File: src/rtl/clkctl_pkg.sv
package clkctl_pkg;
  localparam int ADDR_W = 3;
  localparam int DATA_W = 16;
  localparam int CODE_W = 3;
  localparam logic [DATA_W-1:0] UNLOCK_KEY = 16'h0096;

  localparam logic [ADDR_W-1:0] A_KEY    = 3'd0;
  localparam logic [ADDR_W-1:0] A_OSCCFG = 3'd1;
  localparam logic [ADDR_W-1:0] A_SCLK   = 3'd2;
  localparam logic [ADDR_W-1:0] A_OSCEN  = 3'd3;
  localparam logic [ADDR_W-1:0] A_FLAG   = 3'd4;
  localparam logic [ADDR_W-1:0] A_IEN    = 3'd5;

  // bit 5 mode, bits 4:3 gain, bits 2:0 wait code
  typedef struct packed {
    logic              mode;
    logic [1:0]        gain;
    logic [CODE_W-1:0] wait_code;
  } osc_cfg_t;

  // bits 3:2 divider, bits 1:0 source
  typedef struct packed {
    logic [1:0] div;
    logic [1:0] src;
  } sclk_cfg_t;
endpackage

File: src/rtl/clkctl_rstsync.sv
module clkctl_rstsync #(
  parameter int STAGES = 2
) (
  input  logic clk,
  input  logic rst_n,
  output logic rst_n_sync
);
  logic [STAGES-1:0] sync_q;
  logic [STAGES-1:0] sync_d;

  always_comb begin
    sync_d = {sync_q[STAGES-2:0], 1'b1};
  end

  always_ff @(posedge clk or negedge rst_n) begin
    if (!rst_n) sync_q <= '0;
    else        sync_q <= sync_d;
  end

  assign rst_n_sync = sync_q[STAGES-1];
endmodule

File: src/rtl/clkctl_prot.sv
module clkctl_prot
  import clkctl_pkg::*;
(
  input  logic              clk,
  input  logic              rst_n,
  input  logic              wr_key,
  input  logic [DATA_W-1:0] wdata,
  output logic              unlocked
);
  logic open_q;
  logic open_d;

  always_comb begin
    open_d = open_q;
    if (wr_key) open_d = (wdata == UNLOCK_KEY);
  end

  always_ff @(posedge clk or negedge rst_n) begin
    if (!rst_n) open_q <= 1'b0;
    else        open_q <= open_d;
  end

  assign unlocked = open_q;


  key_open_chk: assert property (@(posedge clk) disable iff (!rst_n)
    (wr_key && wdata == UNLOCK_KEY) |=> unlocked);

  key_close_chk: assert property (@(posedge clk) disable iff (!rst_n)
    (wr_key && wdata != UNLOCK_KEY) |=> !unlocked);
endmodule

File: src/rtl/clkctl_regs.sv
module clkctl_regs
  import clkctl_pkg::*;
(
  input  logic      clk,
  input  logic      rst_n,
  input  logic      unlocked,
  input  logic      wr_cfg,
  input  logic      wr_sclk,
  input  logic      wr_en,
  input  logic      wr_ien,
  input  logic [5:0] wdata,
  output osc_cfg_t  cfg,
  output sclk_cfg_t sclk,
  output logic      osc_en,
  output logic      ien
);
  osc_cfg_t  cfg_q,  cfg_d;
  sclk_cfg_t sclk_q, sclk_d;
  logic      en_q,   en_d;
  logic      ien_q,  ien_d;
  logic      cfg_ce, sclk_ce;

  always_comb begin
    cfg_ce  = wr_cfg  && unlocked;
    sclk_ce = wr_sclk && unlocked;
    cfg_d   = cfg_ce  ? osc_cfg_t'(wdata)       : cfg_q;
    sclk_d  = sclk_ce ? sclk_cfg_t'(wdata[3:0]) : sclk_q;
    en_d    = wr_en   ? wdata[0] : en_q;
    ien_d   = wr_ien  ? wdata[0] : ien_q;
  end

  always_ff @(posedge clk or negedge rst_n) begin
    if (!rst_n) begin
      cfg_q  <= '0;
      sclk_q <= '0;
      en_q   <= 1'b0;
      ien_q  <= 1'b0;
    end else begin
      cfg_q  <= cfg_d;
      sclk_q <= sclk_d;
      en_q   <= en_d;
      ien_q  <= ien_d;
    end
  end

  assign cfg    = cfg_q;
  assign sclk   = sclk_q;
  assign osc_en = en_q;
  assign ien    = ien_q;


  cfg_locked_hold_chk: assert property (@(posedge clk) disable iff (!rst_n)
    (wr_cfg && !unlocked) |=> $stable(cfg));

  sclk_locked_hold_chk: assert property (@(posedge clk) disable iff (!rst_n)
    (wr_sclk && !unlocked) |=> $stable(sclk));

  en_always_open_chk: assert property (@(posedge clk) disable iff (!rst_n)
    wr_en |=> (osc_en == $past(wdata[0])));
endmodule

File: src/rtl/clkctl_stab.sv
module clkctl_stab #(
  parameter int WAIT_BASE = 4,
  parameter int WAIT_STEP = 2,
  parameter int CODE_W    = 3
) (
  input  logic              clk,
  input  logic              rst_n,
  input  logic              osc_en,
  input  logic              start,
  input  logic              flag_clr,
  input  logic [CODE_W-1:0] wait_code,
  output logic              ready
);
  localparam int CNT_W = WAIT_BASE + WAIT_STEP * ((1 << CODE_W) - 1) + 1;

  logic [CNT_W-1:0] cnt_q, cnt_d, cnt_inc, limit;
  logic             done_q, done_d;
  logic             flag_q, flag_d;
  logic             running, hit;

  always_comb begin
    limit   = CNT_W'(1) << (WAIT_BASE + WAIT_STEP * int'(wait_code));
    cnt_inc = cnt_q + CNT_W'(1);
    running = osc_en && !done_q && !start;
    hit     = running && (cnt_inc == limit);
    cnt_d   = cnt_q;
    done_d  = done_q;
    if (start) begin
      cnt_d  = '0;
      done_d = 1'b0;
    end else if (!osc_en) begin
      done_d = 1'b0;
    end else if (running) begin
      cnt_d  = cnt_inc;
      done_d = hit;
    end
    flag_d = flag_q;
    if (hit)           flag_d = 1'b1;
    else if (flag_clr) flag_d = 1'b0;
  end

  always_ff @(posedge clk or negedge rst_n) begin
    if (!rst_n) begin
      cnt_q  <= '0;
      done_q <= 1'b0;
      flag_q <= 1'b0;
    end else begin
      cnt_q  <= cnt_d;
      done_q <= done_d;
      flag_q <= flag_d;
    end
  end

  assign ready = flag_q;


  flag_sticky_chk: assert property (@(posedge clk) disable iff (!rst_n)
    (ready && !flag_clr) |=> ready);

  flag_needs_en_chk: assert property (@(posedge clk) disable iff (!rst_n)
    $rose(ready) |-> osc_en);

  cnt_frozen_chk: assert property (@(posedge clk) disable iff (!rst_n)
    (!osc_en && !start) |=> $stable(cnt_q));
endmodule

File: src/rtl/clkctl_top.sv
module clkctl_top
  import clkctl_pkg::*;
#(
  parameter int WAIT_BASE = 4,
  parameter int WAIT_STEP = 2
) (
  input  logic              clk,
  input  logic              rst_n,
  input  logic              bus_we,
  input  logic [ADDR_W-1:0] bus_addr,
  input  logic [DATA_W-1:0] bus_wdata,
  output logic [DATA_W-1:0] bus_rdata,
  output logic              osc_ready,
  output logic              osc_irq,
  output logic              osc_mode,
  output logic [1:0]        osc_gain,
  output logic [1:0]        sys_src,
  output logic [1:0]        sys_div
);
  logic      rst_ni;
  logic      unlocked;
  osc_cfg_t  cfg;
  sclk_cfg_t sclk;
  logic      osc_en, ien, ready;
  logic      wr_key, wr_cfg, wr_sclk, wr_en, wr_flag, wr_ien;
  logic      start, flag_clr;

  clkctl_rstsync #(.STAGES(2)) u_rst (
    .clk(clk), .rst_n(rst_n), .rst_n_sync(rst_ni)
  );

  always_comb begin
    wr_key   = bus_we && (bus_addr == A_KEY);
    wr_cfg   = bus_we && (bus_addr == A_OSCCFG);
    wr_sclk  = bus_we && (bus_addr == A_SCLK);
    wr_en    = bus_we && (bus_addr == A_OSCEN);
    wr_flag  = bus_we && (bus_addr == A_FLAG);
    wr_ien   = bus_we && (bus_addr == A_IEN);
    start    = wr_en && bus_wdata[0] && !osc_en;
    flag_clr = wr_flag && bus_wdata[0];
  end

  clkctl_prot u_prot (
    .clk(clk), .rst_n(rst_ni), .wr_key(wr_key), .wdata(bus_wdata),
    .unlocked(unlocked)
  );

  clkctl_regs u_regs (
    .clk(clk), .rst_n(rst_ni), .unlocked(unlocked),
    .wr_cfg(wr_cfg), .wr_sclk(wr_sclk), .wr_en(wr_en), .wr_ien(wr_ien),
    .wdata(bus_wdata[5:0]), .cfg(cfg), .sclk(sclk), .osc_en(osc_en), .ien(ien)
  );

  clkctl_stab #(.WAIT_BASE(WAIT_BASE), .WAIT_STEP(WAIT_STEP), .CODE_W(CODE_W)) u_stab (
    .clk(clk), .rst_n(rst_ni), .osc_en(osc_en), .start(start),
    .flag_clr(flag_clr), .wait_code(cfg.wait_code), .ready(ready)
  );

  always_comb begin
    bus_rdata = '0;
    case (bus_addr)
      A_KEY:    bus_rdata[0]   = unlocked;
      A_OSCCFG: bus_rdata[5:0] = cfg;
      A_SCLK:   bus_rdata[3:0] = sclk;
      A_OSCEN:  bus_rdata[0]   = osc_en;
      A_FLAG:   bus_rdata[0]   = ready;
      A_IEN:    bus_rdata[0]   = ien;
      default:  bus_rdata      = '0;
    endcase
  end

  assign osc_ready = ready;
  assign osc_irq   = ready && ien;
  assign osc_mode  = cfg.mode;
  assign osc_gain  = cfg.gain;
  assign sys_src   = sclk.src;
  assign sys_div   = sclk.div;


  flag_clear_chk: assert property (@(posedge clk) disable iff (!rst_ni)
    (flag_clr && !(osc_en && !start && $past(osc_en)) && osc_ready) |=> !osc_ready);

  irq_quiet_chk: assert property (@(posedge clk) disable iff (!rst_ni)
    !osc_ready |-> !osc_irq);
endmodule

File: config.mk
export PLATFORM = sky130hd
export DESIGN_NAME = clkctl_top
export DESIGN_NICKNAME = d
export VERILOG_FILES = /design/src/rtl/clkctl_pkg.sv /design/src/rtl/clkctl_rstsync.sv /design/src/rtl/clkctl_prot.sv /design/src/rtl/clkctl_regs.sv /design/src/rtl/clkctl_stab.sv /design/src/rtl/clkctl_top.sv
export SDC_FILE = /design/constraint.sdc
export NUM_CORES = 1
export LEC_CHECK = 0
export BUFFER_PORTS_ARGS = -buffer_cell sky130_fd_sc_hd__buf_2
export CORE_MARGIN = 10
export CORE_UTILIZATION = 30
export DETAILED_ROUTE_END_ITERATION = 6
export HOLD_SLACK_MARGIN = 0.08
export MAX_ROUTING_LAYER = met4
export PLACE_DENSITY = 0.5
export SETUP_SLACK_MARGIN = 0.3
export SLEW_MARGIN = 10
export SYNTH_ARGS = -nofsm -noshare
export SYNTH_HDL_FRONTEND = slang
export SYNTH_SLANG_ARGS = --single-unit
File: constraint.sdc
create_clock -name clk -period 1.4 [get_ports clk]
set_clock_uncertainty 0.05 [all_clocks]
set_input_delay 0.28 -clock clk [delete_from_list [all_inputs] [get_ports clk]]
set_output_delay 0.28 -clock clk [all_outputs]
set_load 0.02 [all_outputs]
==> metrics.yaml, run 1 <==
ant_nets: 0
viasPerCell: 5.044
hold_viol_final: 0
setup_viol: 21
io_buffers: 36
grt_pass1_vias: 2873
yosys.area.top_type_share_pct: 35.66
clkSinkCount: 36
cp_top_family: "compound AO/OA/AOI/OAI gates"
synthDistinctLibCells: 58
vias: 2623
p_per_area_nw_per_um2: 881.2
ys_ff_latch: 36
die-area_um2: 12490
wl_mm: 8.284
numCtsBuffers: 5
ir_drop_mv: 0.5004
postSynthAreaPerCell_um2: 8.958
start_util_pct: 30.74
path_class: "reg -> reg"
grt_overflow: 0
final_cells: 520
drt_first_iter_violations: 83
finalCritPeriodShare_pct: 152.5
ios: 47
grt_setup_unrepaired: "yes"
remaining_drc_errors: 0
syn_inst: 282
insertion_delay_ns: 0.30
die_w_um: 111.8
yosysMostFrequentCell: "dfrtp_1"
synth-edff-count: 0
gp_congestion: 0.8654
finalMaxSlewViolations: 0
cts_tree: "done"
reg2regPathDepth: 8
cp.arrival_ns: 2.28
fillers: 746
reg2reg_slack_ns: -0.73
outcome: "finished, violations left"
r2r_start: "u_regs.cfg[2]"
fin_nets: 438
grt_usage_pct: 13.35
slowest_delay_ns: 0.42
drt-pass1-iter-count: 4
rr_endpoint: "u_stab.done_q"
synth.area.top_cells: "dfrtp_1 36%, mux2_2 5.3%, o21ai_0 5.0%, buf_4 4.8%, nor2_1 3.7%"
area_delta_synth_final_pct: 73.45
yosys.area.top_type: "dfrtp_1"
required_ns: 1.54
grt_max_degree: 28
die_height_um: 111.8
max_freq_ghz: 0.4684
cp_slowest_cell: "dfrtp_1"
yosysWarnings: 0
n_antenna_cell: 0
wire_per_inst_um: 15.93
clkTransAtPathRegs_ns: 0.08
hold_class: "reg -> async"
synth_common_cells: "36 x dfrtp_1, 25 x nor2_1, 25 x o21ai_0"
worstPathCellList: "ha_4 > buf_4 > nand4b_1 > xor2_1 > xnor2_1 > o32ai_1 > nand2_1 > o41ai_2"
p_total_mw: 3.861
place_inst: 479
cts_buffer_depth: 2
ys_seq_area_share_pct: 35.66
core_um2: 8217
drive_gt1_share_pct: 58.80
start_kind: "register"
critical_path_buf_inv_count: 1
synth-main-ff-cell: "dfrtp_1"
antenna_found_initial: 0
synthesis.area_um2: 2526
htree_levels: 2
async_flop_share_pct: 100.0
num_rows: 33
dp_hpwl_mm: 5.847
setup_slack_ns: -0.7347
p_leak_nw: 2.002
violations: "negative setup slack"
crit_fanout: 7
cts_root_buf: "clkbuf_8"
critPathCaptureType: "register"
max-cap-violations: 0
fin_crit_ns: 2.135
grt_pass1_wl_mm: 13.99
[cell usage in the layout, fill, tap and decap left out, types with 3 or more instances in the layout]
master    Yosys  layout
nor4_1        4       4
nand4_1       6       6
mux2_4        0      11
o22ai_1       4       3
o21ai_0      25       5
buf_2         7      22
nand2_1      23      21
inv_1         6       4
xnor2_1       8       8
o21ai_2       0       4
xor2_1        4       4
nor2_1       25      13
o21ai_1       0      16
a22oi_2       0       4
nor4bb_1      3       3
o41ai_2       0       4
nor2_2        0       4
clkbuf_8      0       5
nor2b_4       1       4
nor4b_2       2       3
dfrtp_2       0       6
and3_4        0       7
o31ai_1       9       8
nor3_1        5       3
conb_1        2      11
nor2_4        0       8
buf_4        16      71
buf_12        0       4
mux2i_1       4       4
buf_6         1      49
dfrtp_1      36      30
nand3_1      10       6
[final cells by class]
cell class | count | area (µm²) | area share, %
Clock inverter | 3 | 42.54 | 0.9709
Multi-Input combinational cell | 217 | 1898 | 43.32
Clock buffer | 5 | 68.82 | 1.571
Tap cell | 105 | 131.4 | 2.998
Timing Repair Buffer | 148 | 1310 | 29.90
Inverter | 6 | 22.52 | 0.5140
Sequential cell | 36 | 908.4 | 20.73
[kinds of logic (layout without fill, tap and decap cells)]
group / Yosys count / in the layout / share of synthesized area (%)
xor+xnor: 12 / 12 / 4.160
compound gates: 64 / 64 / 16.84
mux: 16 / 16 / 6.934
other cells: 2 / 11 / 0.2973
simple gates: 112 / 112 / 26.40
fa+ha+maj: 2 / 2 / 0.9904
buf+inv: 38 / 162 / 8.717
flops: 36 / 36 / 35.66
[metal layers]
| metal | vias to the layer above | GRT usage (%) | wire (µm) |
|---|---|---|---|
| met5 | - | - | 0 |
| met4 | 0 | 3.085 | 88 |
| met3 | 10 | 2.415 | 276 |
| met2 | 64 | 22.65 | 4141 |
| met1 | 1268 | 15.97 | 3778 |
| li1 | 1281 | - | - |
[state kept, by name (all words and copies together), names as in the netlist]
signal	count
u_stab.done_q	1
u_stab.cnt_q	19
u_prot.unlocked	1
u_regs.cfg	6
u_regs.sclk	4
u_rst.sync_q	2
u_regs.osc_en	1
u_regs.ien	1
u_stab.ready	1
[through the flow]
stage	cell area (µm²)	setup TNS, ns	hold slack, ns	setup slack, ns	utilization, %
global placement	3545	-7.748	0.01710	-0.8366	43.14
floorplan	2880	-1.966	-0.06559	-0.7418	-
finish	4382	-6.704	0.1343	-0.7347	53.33
CTS	4134	-6.777	0.1538	-0.7396	50.31
global route	4382	-8.789	0.1648	-0.8924	53.33
detailed placement	3545	-7.800	0.02175	-0.9923	43.14
[what timing repair did]
| action | 4_1_cts | 5_1_grt |
|---|---|---|
| setup endpoints to repair | 46 | 46 |
| gates resized for setup | 84 | 37 |
| cloned | 0 | 1 |
| hold buffers | 1 | 0 |
| pin swaps | 22 | 15 |
| buffers inserted | 20 | 11 |
| hold endpoints to repair | 2 | 0 |
[worst max path at each step]
stage | start | to | slack [ns] | cells past startpoint
finish | u_regs.cfg[2] | u_stab.done_q | -0.73 | 8
global route | u_regs.cfg[2] | u_stab.done_q | -0.89 | 8
CTS | u_regs.cfg[2] | u_stab.done_q | -0.74 | 8
detailed placement | u_regs.cfg[2] | u_stab.done_q | -0.99 | 7
global placement | u_regs.cfg[2] | u_stab.done_q | -0.84 | 7
floorplan | u_regs.cfg[2] | u_stab.done_q | -0.74 | 8
[power breakdown]
part	total, mW	internal [mW]	switching, mW	leakage, nW
Combinational	1.68	0.884	0.795	1.47
Clock	0.967	0.528	0.439	0.0541
Sequential	1.22	1.12	0.0948	0.480
No activity file was read; power rests on OpenSTA's default activity.
==> run 2: changes to the inputs <==
==> constraint.sdc (replaced) <==
create_clock -name clk -period 2.2 [get_ports clk]
set_clock_uncertainty 0.05 [all_clocks]
set_input_delay 0.44 -clock clk [delete_from_list [all_inputs] [get_ports clk]]
set_output_delay 0.44 -clock clk [all_outputs]
set_load 0.02 [all_outputs]
==> metrics.yaml, run 2 (same netlist as run 1, synthesis figures left out) <==
drive_gt1_share_pct: 34.73
largest_reg_flops: 19
gp_congestion: 0.8170
crit_fanout: 8
max_freq_ghz: 0.4581
n_antenna_cell: 0
cts_buffer_depth: 2
cts_root_buf: "clkbuf_8"
ir_drop_mv: 0.4458
ant_nets: 0
top_register: "u_stab.cnt_q"
p_leak_nw: 1.425
multi_input_area_um2: 1579
cp.arrival_ns: 2.33
path_class: "reg -> reg"
die_w_um: 111.8
final_cell_mix: "35 x buf_2, 35 x dfrtp_1, 28 x buf_4, 25 x nor2_1, 25 x o21ai_0"
insertion_delay_ns: 0.30
drt-pass1-iter-count: 4
start_kind: "register"
placement.cell_area_um2: 2884
combPwrFrac_pct: 29.1
antenna_found_initial: 0
grt_setup_unrepaired: "yes"
p_sw_mw: 0.6217
setup_slack_ns: 0.01697
dp_hpwl_mm: 4.942
cts_tree: "done"
finalSetupTns_ns: 0
place_inst: 428
remaining_drc_errors: 0
core_um2: 8217
wl_mm: 6.848
wire_per_inst_um: 15.60
grt_max_degree: 34
fin_crit_ns: 2.183
fin_nets: 358
die-area_um2: 12490
area_delta_synth_final_pct: 25.51
setup_viol: 0
hold_viol_final: 0
start_util_pct: 30.74
max-cap-violations: 0
final_cells: 439
htree_levels: 2
required_ns: 2.34
p_clk_share_pct: 28.9
design_area_um2: 3171
numCtsBuffers: 5
num_rows: 33
grt_overflow: 0
grt_pass1_vias: 2313
die_height_um: 111.8
vias: 2267
io_buffers: 36
grt_pass1_wl_mm: 11.52
drt_first_iter_violations: 53
clkTransAtPathRegs_ns: 0.08
fillers: 844
dp_slack_ns: -0.1976
p_per_area_nw_per_um2: 581.9
outcome: "complete, no violations"
regArea_um2: 902.1
hold_class: "reg -> async"
intPower_mw: 1.223
finalCritPeriodShare_pct: 99.23
finalMaxSlewViolations: 0
ios: 47
p_sw_share_pct: 33.69
grt_usage_pct: 11.01
clkSinkCount: 36
seqPwrFrac_pct: 42.0
reg2regPathDepth: 7
critPathCaptureType: "register"
viasPerCell: 5.164
==> run 2: changes by cell type in the layout (fill, tap and decap cells not counted), sizes merged <==
cell,previous run,this run
buf,146,66
bufinv,1,0
clkbuf,6,7
clkinv,1,0
clkinvlp,1,0
dlygate4sd3,1,2
==> run 2: worst max-delay path, cell delays in order (launching register included) <==
cell and delay, ns:
dfrtp_1 0.42, ha_4 0.29, and4bb_2 0.29, mux2i_1 0.08, a2111oi_2 0.31, o2111a_2 0.28
o211ai_4 0.08, o41ai_2 0.27
==> run 2: final timing paths <==
path / slack (ns) / to / startpoint
max: 0.02 / u_stab.ready / u_regs.cfg[2]
min in group clk: 0.32 / u_rst.sync_q[1] / u_rst.sync_q[0]
max reg2reg: 0.02 / u_stab.ready / u_regs.cfg[2]
min: 0.24 / u_stab.cnt_q[12] / u_rst.sync_q[1]
min reg2reg: 0.24 / u_stab.cnt_q[12] / u_rst.sync_q[1]
max in group asynchronous: 1.49 / u_regs.ien / u_rst.sync_q[1]
==> run 2: power by group through the flow <==
stage | Sequential, mW | Combinational (mW) | Clock [mW]
global route | 0.780 | 0.595 | 0.570
floorplan | 0.766 | 0.331 | 0
finish | 0.775 | 0.537 | 0.534
detailed placement | 0.773 | 0.477 | 0
global placement | 0.773 | 0.476 | 0
CTS | 0.762 | 0.515 | 0.544
==> run 2: final cells by class <==
type	count	share of cell area, %
clock buffer	7	3.039
inverter	6	0.7103
multi-input combinational	217	49.80
sequential	36	28.45
tap	105	4.144
timing repair buffer	68	13.85
==> run 2: timing repair <==
item | 4_1_cts | 5_1_grt
hold endpoints to repair | 3 | 0
gates resized for setup | 13 | 18
hold buffers | 2 | 0
setup buffers | 2 | 0
setup endpoints to repair | 5 | 12
pin swaps | 4 | 12
==> run 2: metrics by stage <==
step / power [mW] / hold WS, ns / utilization (%)
floorplan: 1.097 / 0.09441 / -
global placement: 1.249 / -0.03450 / 35.10
detailed placement: 1.249 / -0.03419 / 35.10
CTS: 1.820 / 0.2765 / 37.40
global route: 1.946 / 0.3085 / 38.59
finish: 1.845 / 0.2418 / 38.59
==> run 2: routing by layer <==
metal	up-vias	routed length (µm)	GRT usage (%)
met3	10	257	2.308
li1	1114	-	-
met4	0	105	2.999
met5	-	0	-
met1	1066	3455	14.81
met2	77	3029	16.20
==> run 3: changes to the inputs <==
--- a/config.mk
+++ b/config.mk
@@ -11,7 +11,7 @@
 export DETAILED_ROUTE_END_ITERATION = 6
 export HOLD_SLACK_MARGIN = 0.08
 export MAX_ROUTING_LAYER = met4
-export PLACE_DENSITY = 0.5
+export PLACE_DENSITY_LB_ADDON = 0.08
 export SETUP_SLACK_MARGIN = 0.3
 export SLEW_MARGIN = 10
 export SYNTH_ARGS = -nofsm -noshare
==> metrics.yaml, run 3 (same netlist as run 1, synthesis figures left out) <==
outcome: "complete, no violations"
ir_drop_mv: 0.2715
n_antenna_cell: 0
fin_nets: 366
start_util_pct: 30.74
grt_usage_pct: 11.88
cp.arrival_ns: 2.33
num_rows: 33
worstMarginPinSlew_ns: 0.5048
r2r_start: "u_regs.cfg[1]"
vias: 2272
remaining_drc_errors: 0
slew-limit-headroom_pct: 66.04
fin_worst_hold_slack_ns: 0.2356
final_cell_mix: "35 x buf_2, 34 x buf_4, 32 x dfrtp_1, 25 x nor2_1, 25 x o21ai_0"
critPathCaptureType: "register"
finalMaxSlewViolations: 0
dp_hpwl_mm: 5.346
viasPerCell: 5.083
rr_endpoint: "u_stab.done_q"
grt_setup_unrepaired: "yes"
place_inst: 432
max-cap-violations: 0
clkSinkCount: 36
die_w_um: 111.8
cts_tree: "done"
largest_reg_flops: 19
drive_gt1_share_pct: 35.96
ant_nets: 0
grt_pass1_vias: 2390
hold_class: "reg -> async"
io_buffers: 36
grt_max_degree: 35
numCtsBuffers: 5
reg2regPathDepth: 7
core_um2: 8217
grt_pass1_wl_mm: 12.25
drt-pass1-iter-count: 4
gp_congestion: 0.7555
hold_viol_final: 0
area_delta_synth_final_pct: 27.39
finalCritPeriodShare_pct: 99.59
start_kind: "register"
final_cells: 447
p_per_area_nw_per_um2: 585.3
final_common_cell: "buf_2"
htree_levels: 2
path_class: "reg -> reg"
cts_buffer_depth: 2
antenna_found_initial: 0
clkTransAtPathRegs_ns: 0.08
wl_mm: 7.209
die_height_um: 111.8
p_leak_nw: 1.460
reg2reg_slack_ns: 0.009
ios: 47
finalSetupTns_ns: 0
max_freq_ghz: 0.4564
grt_overflow: 0
required_ns: 2.34
die-area_um2: 12490
setup_viol: 0
drt_first_iter_violations: 98
insertion_delay_ns: 0.30
post-route-util_pct: 39.17
cts_root_buf: "clkbuf_8"
wire_per_inst_um: 16.13
crit_fanout: 8
fin_crit_ns: 2.191
top_register: "u_stab.cnt_q"
==> run 3: changes by cell type in the layout (fill, tap and decap cells not counted), moves of 2 or more <==
cell / before / now
dfrtp_1: 35 / 32
and3_4: 0 / 2
buf_4: 28 / 34
and3_2: 2 / 0
dfrtp_2: 1 / 4
==> run 3: repair_timing <==
| item | in CTS | in global routing |
|---|---|---|
| resized for setup | 12 | 18 |
| hold buffers | 1 | 0 |
| setup endpoints to repair | 5 | 14 |
| pin swaps | 4 | 17 |
| hold endpoints to repair | 2 | 0 |
| setup buffers | 5 | 2 |
==> run 3: how the worst max path moves through the flow <==
| stage | start | to | slack, ns | depth (start not counted) |
|---|---|---|---|---|
| 4_1_cts | u_regs.cfg[2] | u_stab.done_q | 0.04 | 8 |
| 6_report | u_regs.cfg[1] | u_stab.done_q | 0.009 | 7 |
| 5_1_grt | u_regs.cfg[1] | u_stab.done_q | -0.13 | 8 |
| 3_5_place_dp | u_regs.cfg[2] | u_stab.done_q | -0.34 | 7 |
| 2_1_floorplan | u_regs.cfg[2] | u_stab.done_q | 0.06 | 8 |
| 3_3_place_gp | u_regs.cfg[2] | u_stab.ready | -0.12 | 7 |
==> run 3: layout make-up <==
class	count	area, µm²
clock buffer	7	96.34
fill	836	4999
inverter	6	22.52
sequential	36	905.9
tap	105	131.4
multi-input combinational	217	1553
timing repair buffer	76	509.2
==> run 3: power by group <==
part | total, mW | internal [mW] | switching [mW]
logic | 0.576 | 0.256 | 0.320
clock network | 0.529 | 0.279 | 0.250
registers | 0.778 | 0.712 | 0.0667
total | 1.88 | 1.25 | 0.636
==> run 3: through the flow <==
stage                     instance area [µm²]  setup WS [ns]  total power, mW
after floorplan                          2566        0.05818            1.097
after global placement                   2927        -0.1236            1.287
after detailed placement                 2927        -0.3447            1.292
after CTS                                3119        0.03531            1.870
after global routing                     3218        -0.1324            1.994
final                                    3218       0.009003            1.884
==> run 3: metal layers <==
layer,up-vias,share of wire (%),GRT usage (%)
li1,1125,-,-
met3,11,2.7,2.147
met2,49,46,17.99
met1,1087,51,15.80
met4,0,1.1,3.171
met5,-,0,-
==> run 3: critical path: stages, from the launching register on <==
cell       delay [ns]
dfrtp_1          0.41
ha_4             0.28
and4bb_2         0.28
mux2i_1          0.09
a2111oi_2        0.33
o2111a_2         0.27
o211ai_2         0.10
o41ai_2          0.28
